**src/rtl/flag_gpio_pkg.sv**
```systemverilog
package flag_gpio_pkg;

  // register indices (byte offset >> 2)
  localparam int IDX_DIR  = 0;
  localparam int IDX_FCLR = 1;
  localparam int IDX_FSET = 2;
  localparam int IDX_MCLR = 3;
  localparam int IDX_MSET = 4;

  typedef enum logic [1:0] {
    SEL_NONE = 2'd0,
    SEL_DIR  = 2'd1,
    SEL_FLAG = 2'd2,
    SEL_MASK = 2'd3
  } rdSel_e;

  typedef struct packed {
    logic   dirWr;
    logic   flagSet;
    logic   flagClr;
    logic   maskSet;
    logic   maskClr;
    logic   rdStb;
    rdSel_e rdSel;
  } ctrlStb_t;

endpackage

```
**src/rtl/flag_gpio_ctrl.sv**
```systemverilog
module flag_gpio_ctrl
  import flag_gpio_pkg::*;
#(
  parameter int ADDR_W = 5
) (
  input  logic              wrEn,
  input  logic              rdEn,
  input  logic [ADDR_W-1:0] addr,
  output ctrlStb_t          stb
);

  localparam int IDX_W = ADDR_W - 2;

  logic [IDX_W-1:0] idx;
  logic hitDir, hitFclr, hitFset, hitMclr, hitMset;

  assign idx     = addr[ADDR_W-1:2];
  assign hitDir  = (idx == IDX_W'(IDX_DIR));
  assign hitFclr = (idx == IDX_W'(IDX_FCLR));
  assign hitFset = (idx == IDX_W'(IDX_FSET));
  assign hitMclr = (idx == IDX_W'(IDX_MCLR));
  assign hitMset = (idx == IDX_W'(IDX_MSET));

  always_comb begin
    stb         = '0;
    stb.dirWr   = wrEn & hitDir;
    stb.flagSet = wrEn & hitFset;
    stb.flagClr = wrEn & hitFclr;
    stb.maskSet = wrEn & hitMset;
    stb.maskClr = wrEn & hitMclr;
    stb.rdStb   = rdEn;
    if (hitDir)                stb.rdSel = SEL_DIR;
    else if (hitFclr | hitFset) stb.rdSel = SEL_FLAG;
    else if (hitMclr | hitMset) stb.rdSel = SEL_MASK;
    else                        stb.rdSel = SEL_NONE;
  end

endmodule

```
**src/rtl/flag_gpio_pin.sv**
```systemverilog
module flag_gpio_pin
  import flag_gpio_pkg::*;
#(
  parameter int SYNC_STAGES = 2
) (
  input  logic     clk,
  input  logic     rstN,
  input  ctrlStb_t stb,
  input  logic     wrBit,
  input  logic     padIn,
  output logic     dirBit,
  output logic     outBit,
  output logic     maskBit,
  output logic     pendBit,
  output logic     senseBit
);

  logic [SYNC_STAGES-1:0] syncSh;
  logic                   prevBit;
  logic                   riseBit;
  logic                   syncBit;

  assign syncBit = syncSh[SYNC_STAGES-1];
  assign riseBit = syncBit & ~prevBit & ~dirBit;

  // pad synchroniser and edge history
  always_ff @(posedge clk or negedge rstN) begin
    if (!rstN) begin
      syncSh  <= '0;
      prevBit <= 1'b0;
    end else begin
      syncSh  <= {syncSh[SYNC_STAGES-2:0], padIn};
      prevBit <= syncBit;
    end
  end

  always_ff @(posedge clk or negedge rstN) begin
    if (!rstN) dirBit <= 1'b0;
    else if (stb.dirWr) dirBit <= wrBit;
  end

  always_ff @(posedge clk or negedge rstN) begin
    if (!rstN) outBit <= 1'b0;
    else if (stb.flagSet && wrBit) outBit <= 1'b1;
    else if (stb.flagClr && wrBit) outBit <= 1'b0;
  end

  always_ff @(posedge clk or negedge rstN) begin
    if (!rstN) maskBit <= 1'b0;
    else if (stb.maskSet && wrBit) maskBit <= 1'b1;
    else if (stb.maskClr && wrBit) maskBit <= 1'b0;
  end

  // a fresh edge wins over a clear in the same cycle
  always_ff @(posedge clk or negedge rstN) begin
    if (!rstN) pendBit <= 1'b0;
    else pendBit <= (pendBit & ~(stb.flagClr & wrBit)) | riseBit;
  end

  assign senseBit = dirBit ? outBit : syncBit;

endmodule

```
**src/rtl/flag_gpio_dp.sv**
```systemverilog
module flag_gpio_dp
  import flag_gpio_pkg::*;
#(
  parameter int NUM_PINS    = 16,
  parameter int SYNC_STAGES = 2
) (
  input  logic                clk,
  input  logic                rstN,
  input  ctrlStb_t            stb,
  input  logic [NUM_PINS-1:0] wrData,
  input  logic [NUM_PINS-1:0] pinIn,
  output logic [NUM_PINS-1:0] rdData,
  output logic [NUM_PINS-1:0] pinOe,
  output logic [NUM_PINS-1:0] pinOut,
  output logic [NUM_PINS-1:0] maskBits,
  output logic [NUM_PINS-1:0] pendFlags,
  output logic                irq
);

  logic [NUM_PINS-1:0] senseBits;

  for (genvar p = 0; p < NUM_PINS; p++) begin : g_pin
    flag_gpio_pin #(.SYNC_STAGES(SYNC_STAGES)) u_pin (
      .clk     (clk),
      .rstN    (rstN),
      .stb     (stb),
      .wrBit   (wrData[p]),
      .padIn   (pinIn[p]),
      .dirBit  (pinOe[p]),
      .outBit  (pinOut[p]),
      .maskBit (maskBits[p]),
      .pendBit (pendFlags[p]),
      .senseBit(senseBits[p])
    );
  end

  always_ff @(posedge clk or negedge rstN) begin
    if (!rstN) rdData <= '0;
    else if (stb.rdStb) begin
      case (stb.rdSel)
        SEL_DIR:  rdData <= pinOe;
        SEL_FLAG: rdData <= senseBits;
        SEL_MASK: rdData <= maskBits;
        default:  rdData <= '0;
      endcase
    end
  end

  assign irq = |(pendFlags & maskBits);

endmodule

```
**src/rtl/flag_gpio_bank.sv**
```systemverilog
module flag_gpio_bank
  import flag_gpio_pkg::*;
#(
  parameter int NUM_PINS    = 16,
  parameter int ADDR_W      = 5,
  parameter int SYNC_STAGES = 2
) (
  input  logic                clk,
  input  logic                rstN,
  input  logic                wrEn,
  input  logic                rdEn,
  input  logic [ADDR_W-1:0]   addr,
  input  logic [NUM_PINS-1:0] wrData,
  output logic [NUM_PINS-1:0] rdData,
  input  logic [NUM_PINS-1:0] pinIn,
  output logic [NUM_PINS-1:0] pinOe,
  output logic [NUM_PINS-1:0] pinOut,
  output logic                irq
);

  ctrlStb_t            stb;
  logic [NUM_PINS-1:0] maskBits;
  logic [NUM_PINS-1:0] pendFlags;

  flag_gpio_ctrl #(.ADDR_W(ADDR_W)) u_ctrl (
    .wrEn(wrEn),
    .rdEn(rdEn),
    .addr(addr),
    .stb (stb)
  );

  flag_gpio_dp #(.NUM_PINS(NUM_PINS), .SYNC_STAGES(SYNC_STAGES)) u_dp (
    .clk      (clk),
    .rstN     (rstN),
    .stb      (stb),
    .wrData   (wrData),
    .pinIn    (pinIn),
    .rdData   (rdData),
    .pinOe    (pinOe),
    .pinOut   (pinOut),
    .maskBits (maskBits),
    .pendFlags(pendFlags),
    .irq      (irq)
  );

endmodule

```
**config.mk**
```make
export PLATFORM = sky130hd
export DESIGN_NAME = flag_gpio_bank
export DESIGN_NICKNAME = d
export VERILOG_FILES = /design/src/rtl/flag_gpio_pkg.sv /design/src/rtl/flag_gpio_ctrl.sv /design/src/rtl/flag_gpio_pin.sv /design/src/rtl/flag_gpio_dp.sv /design/src/rtl/flag_gpio_bank.sv
export SDC_FILE = /design/constraint.sdc
export NUM_CORES = 1
export LEC_CHECK = 0
export BUFFER_PORTS_ARGS = -buffer_cell sky130_fd_sc_hd__buf_2
export CORE_MARGIN = 3
export CORE_UTILIZATION = 30
export DETAILED_ROUTE_END_ITERATION = 8
export PLACE_DENSITY = 0.46
export SLEW_MARGIN = 20
export SYNTH_ARGS = -nofsm -noshare
export SYNTH_HDL_FRONTEND = slang
export SYNTH_HIERARCHICAL = 1
export SYNTH_SLANG_ARGS = --single-unit
```
**constraint.sdc**
```tcl
create_clock -name clk -period 1.29 [get_ports clk]
set_input_delay 0.3225 -clock clk [delete_from_list [all_inputs] [get_ports clk]]
set_output_delay 0.3225 -clock clk [all_outputs]
set_load 0.03 [all_outputs]
```
==> flow_metrics.py <==
metrics = {
    "cells_and_area": {
        "seqCellArea_sq_um": 3200,
        "layoutNonFillerInstCount": 802,
        "nFillCells": 1450,
        "drive_gt1_share_pct": 48.3,
        "final_core_util_pct": 47.6,
        "area_delta_synth_final_pct": 53.5,
        "multi_input_comb_area_sq_um": 1790,
        "antenna_cells": 0,
        "finalInstanceArea_sq_um": 7640,
        "layout_common_cells": "dfrtp_1, buf_4, nand2_1",
        "layout_commonest_cell": "dfrtp_1",
        "layout.nets": 614,
    },
    "cts": {
        "clk_pin_slew_ns": 0.06,
        "insertion_delay_ns": 0.41,
        "cts_buffer_depth": 2,
        "cts_root_buffer": "clkbuf_16",
        "cts_tree": "done",
        "cts_buffers": 17,
        "cts_sinks": 128,
        "cts_max_level": 4,
    },
    "synth": {
        "ys_seq_area_share_pct": 64.4,
        "synthCells": 366,
        "syn_area_sq_um": 4980,
        "synth-seq-cells": 128,
        "async_flop_share_pct": 100,
        "yosysWarnings": 6,
        "synth-edff-count": 0,
        "syn-num-nets": 407,
        "synth.avg_cell_area_sq_um": 13.6,
        "synthFlopType": "dfrtp_1",
        "synthDistinctLibCells": 26,
    },
    "timing": {
        "rsz0062_at_grt": "true",
        "fin_crit_ns": 2.01,
        "relSlewSlack_pct": 75.8,
        "worstMarginPinSlew_ns": 0.363,
        "fmaxAchievable_mhz": 498,
        "setup_viol": 8,
        "skew_ns": 0.00833,
        "tns_ns": -0.805,
        "slew_violations": 0,
        "post-route-period-util_pct": 156,
        "worst_slack_ns": -0.720,
        "hold_violations": 0,
    },
    "route": {
        "drt_iter0_drc": 151,
        "vias": 3653,
        "drc_errors": 0,
        "wl_per_cell_um": 16.4,
        "drt_wl_total_mm": 13.2,
        "drt.antenna.violating_nets": 0,
        "dr.pass1.iters": 5,
        "viasPerCell": 4.55,
    },
    "placed_design": {
        "portBuffers": 87,
        "pre_cts_slack_ns": -0.424,
        "dpl-instance-area_sq_um": 6150,
        "dp_hpwl_mm": 8.68,
        "place.gp.congestion": 0.714,
        "place_inst": 709,
    },
    "grt": {
        "grt_overflow_total": 0,
        "grt_pass1_wl_mm": 21.2,
        "grt_max_degree": 40,
        "antenna_found_initial": 0,
        "grt_pass1_vias": 3848,
        "grt.total_usage_pct": 15.4,
    },
    "worst_hold_path": {
        "min-delay-start": "pinIn[8]",
        "holdPathEnd": "u_dp/g_pin[8].u_pin/syncSh[0]",
        "min_path_cells": 1,
        "hp-class": "in2reg",
    },
    "setup_path": {
        "rrSetupSlack_ns": 0.05,
        "crit_type": "reg2out",
        "timing.rr.end": "u_dp/rdData[13]",
        "crit_fanout": 2,
        "cp.arrival_ns": 1.69,
        "r2r-start": "u_dp/g_pin[13].u_pin/dirBit",
        "r2r.worst_path.cells": 5,
        "worstPathRequired_ns": 0.97,
        "worstSetupStartpointType": "register",
        "cp-end-kind": "output port",
    },
    "floorplan": {
        "rows": 46,
        "core_sq_um": 16100,
        "die_area_sq_um": 18200,
        "die_h_um": 135,
        "ios": 90,
        "fp.dieW_um": 135,
        "start_util_pct": 31.0,
    },
    "outcome": {
        "status": "finished with violations",
        "violations": "setup timing",
    },
    "pwr": {
        "powerDensity_nw_per_um2": 1790,
        "peakVddDrop_mv": 0.945,
        "cellLeakagePower_nw": 3.53,
    },
    "flow_run": {
        "max_cap_viol_count": 0,
    },
}
## where the power goes
part           internal (W)  switching [W]  total [W]  leakage [nW]
sequential          0.00458       0.000409    0.00499          1.48
combinational       0.00203        0.00174    0.00377          1.75
clock               0.00318        0.00174    0.00492         0.296
total               0.00980        0.00388     0.0137          3.53
## worst max-delay path, stage by stage, from the launching register on
cell	delay, ns
dfrtp_1	0.38
a22o_1	0.26
a221oi_2	0.26
nand4_1	0.19
buf_6	0.18
## logic make-up after synthesis
| logic type | after synthesis | synth area share [%] |
|---|---|---|
| DFF | 128 | 64.4 |
| AOI/OAI and AO/OA | 89 | 15.8 |
| buffers and inverters | 10 | 1.94 |
| and+or+nand+nor | 106 | 9.73 |
| xor gates and xnor gates | 1 | 0.176 |
| muxes | 32 | 7.99 |
## timing repair
action / in CTS / in global routing
buffers inserted: 35 / 9
hold buffers: 15 / 1
endpoints found under the setup margin: 49 / 52
gates resized for setup: 98 / 10
hold endpoints to repair: 30 / 1
pin swaps: 0 / 8
cloned: 0 / 1
## how the worst max path moves through the flow
stage | from | slack [ns] | end
after global placement | addr[3] | -0.37 | u_dp/rdData[8]
after global routing | u_dp/g_pin[4].u_pin/pendBit | -0.78 | irq
after floorplan | addr[3] | -0.19 | u_dp/rdData[0]
after CTS | u_dp/g_pin[4].u_pin/pendBit | -0.77 | irq
final | u_dp/g_pin[4].u_pin/pendBit | -0.72 | irq
after detailed placement | addr[3] | -0.42 | u_dp/rdData[12]
## state kept, by name (all words and copies together), names as in the netlist
signal / count
u_dp/g_pin.u_pin/syncSh: 32
u_dp/g_pin.u_pin/dirBit: 16
u_dp/g_pin.u_pin/maskBit: 16
u_dp/g_pin.u_pin/outBit: 16
u_dp/g_pin.u_pin/pendBit: 16
u_dp/g_pin.u_pin/prevBit: 16
u_dp/rdData: 16
## layout make-up
| cell class | count | share of cell area (%) |
|---|---|---|
| well taps | 216 | 3.54 |
| clock buffers | 22 | 6.21 |
| repair buffers | 198 | 23.2 |
| multi-input cells | 228 | 23.4 |
| flip-flops and latches | 128 | 41.9 |
| clock inverters | 10 | 1.75 |
## synth_stat cells (2+ instances only)
cell type  count  area share [%]
clkbuf_1       3            0.23
mux2_4        10             3.0
nand2_1       65             4.9
a22oi_2       11             2.8
buf_4          3            0.45
a221oi_1       4            0.70
dfrtp_1      128              64
buf_6          2            0.45
nor3b_2        2            0.50
buf_12         2            0.80
nor2_1        17             1.3
mux2_2        22             5.0
a22oi_1        5            0.75
a22o_1        36             6.3
a21oi_2        9             1.6
nand2b_1      16             2.0
o2bb2ai_1     16             2.8
a21oi_1        7            0.70
## per-layer routing
metal | vias up | part of all wire (%) | track usage (%) | wire [um]
met5 | - | 0 | 0 | 0
met4 | 0 | 0.96 | 4.98 | 127
met3 | 11 | 4.9 | 4.81 | 651
met2 | 98 | 47 | 23.0 | 6200
met1 | 1801 | 47 | 21.4 | 6210
li1 | 1743 | - | - | -
## stage by stage
| stage | hold slack, ns | power [W] |
|---|---|---|
| floorplan | 0.0269 | 0.00676 |
| global placement | 0.257 | 0.00787 |
| detailed placement | 0.262 | 0.00790 |
| CTS | 0.000858 | 0.0137 |
| global route | 0.0157 | 0.0143 |
| finish | 0.0458 | 0.0137 |
(Power assumes the default switching activity.)
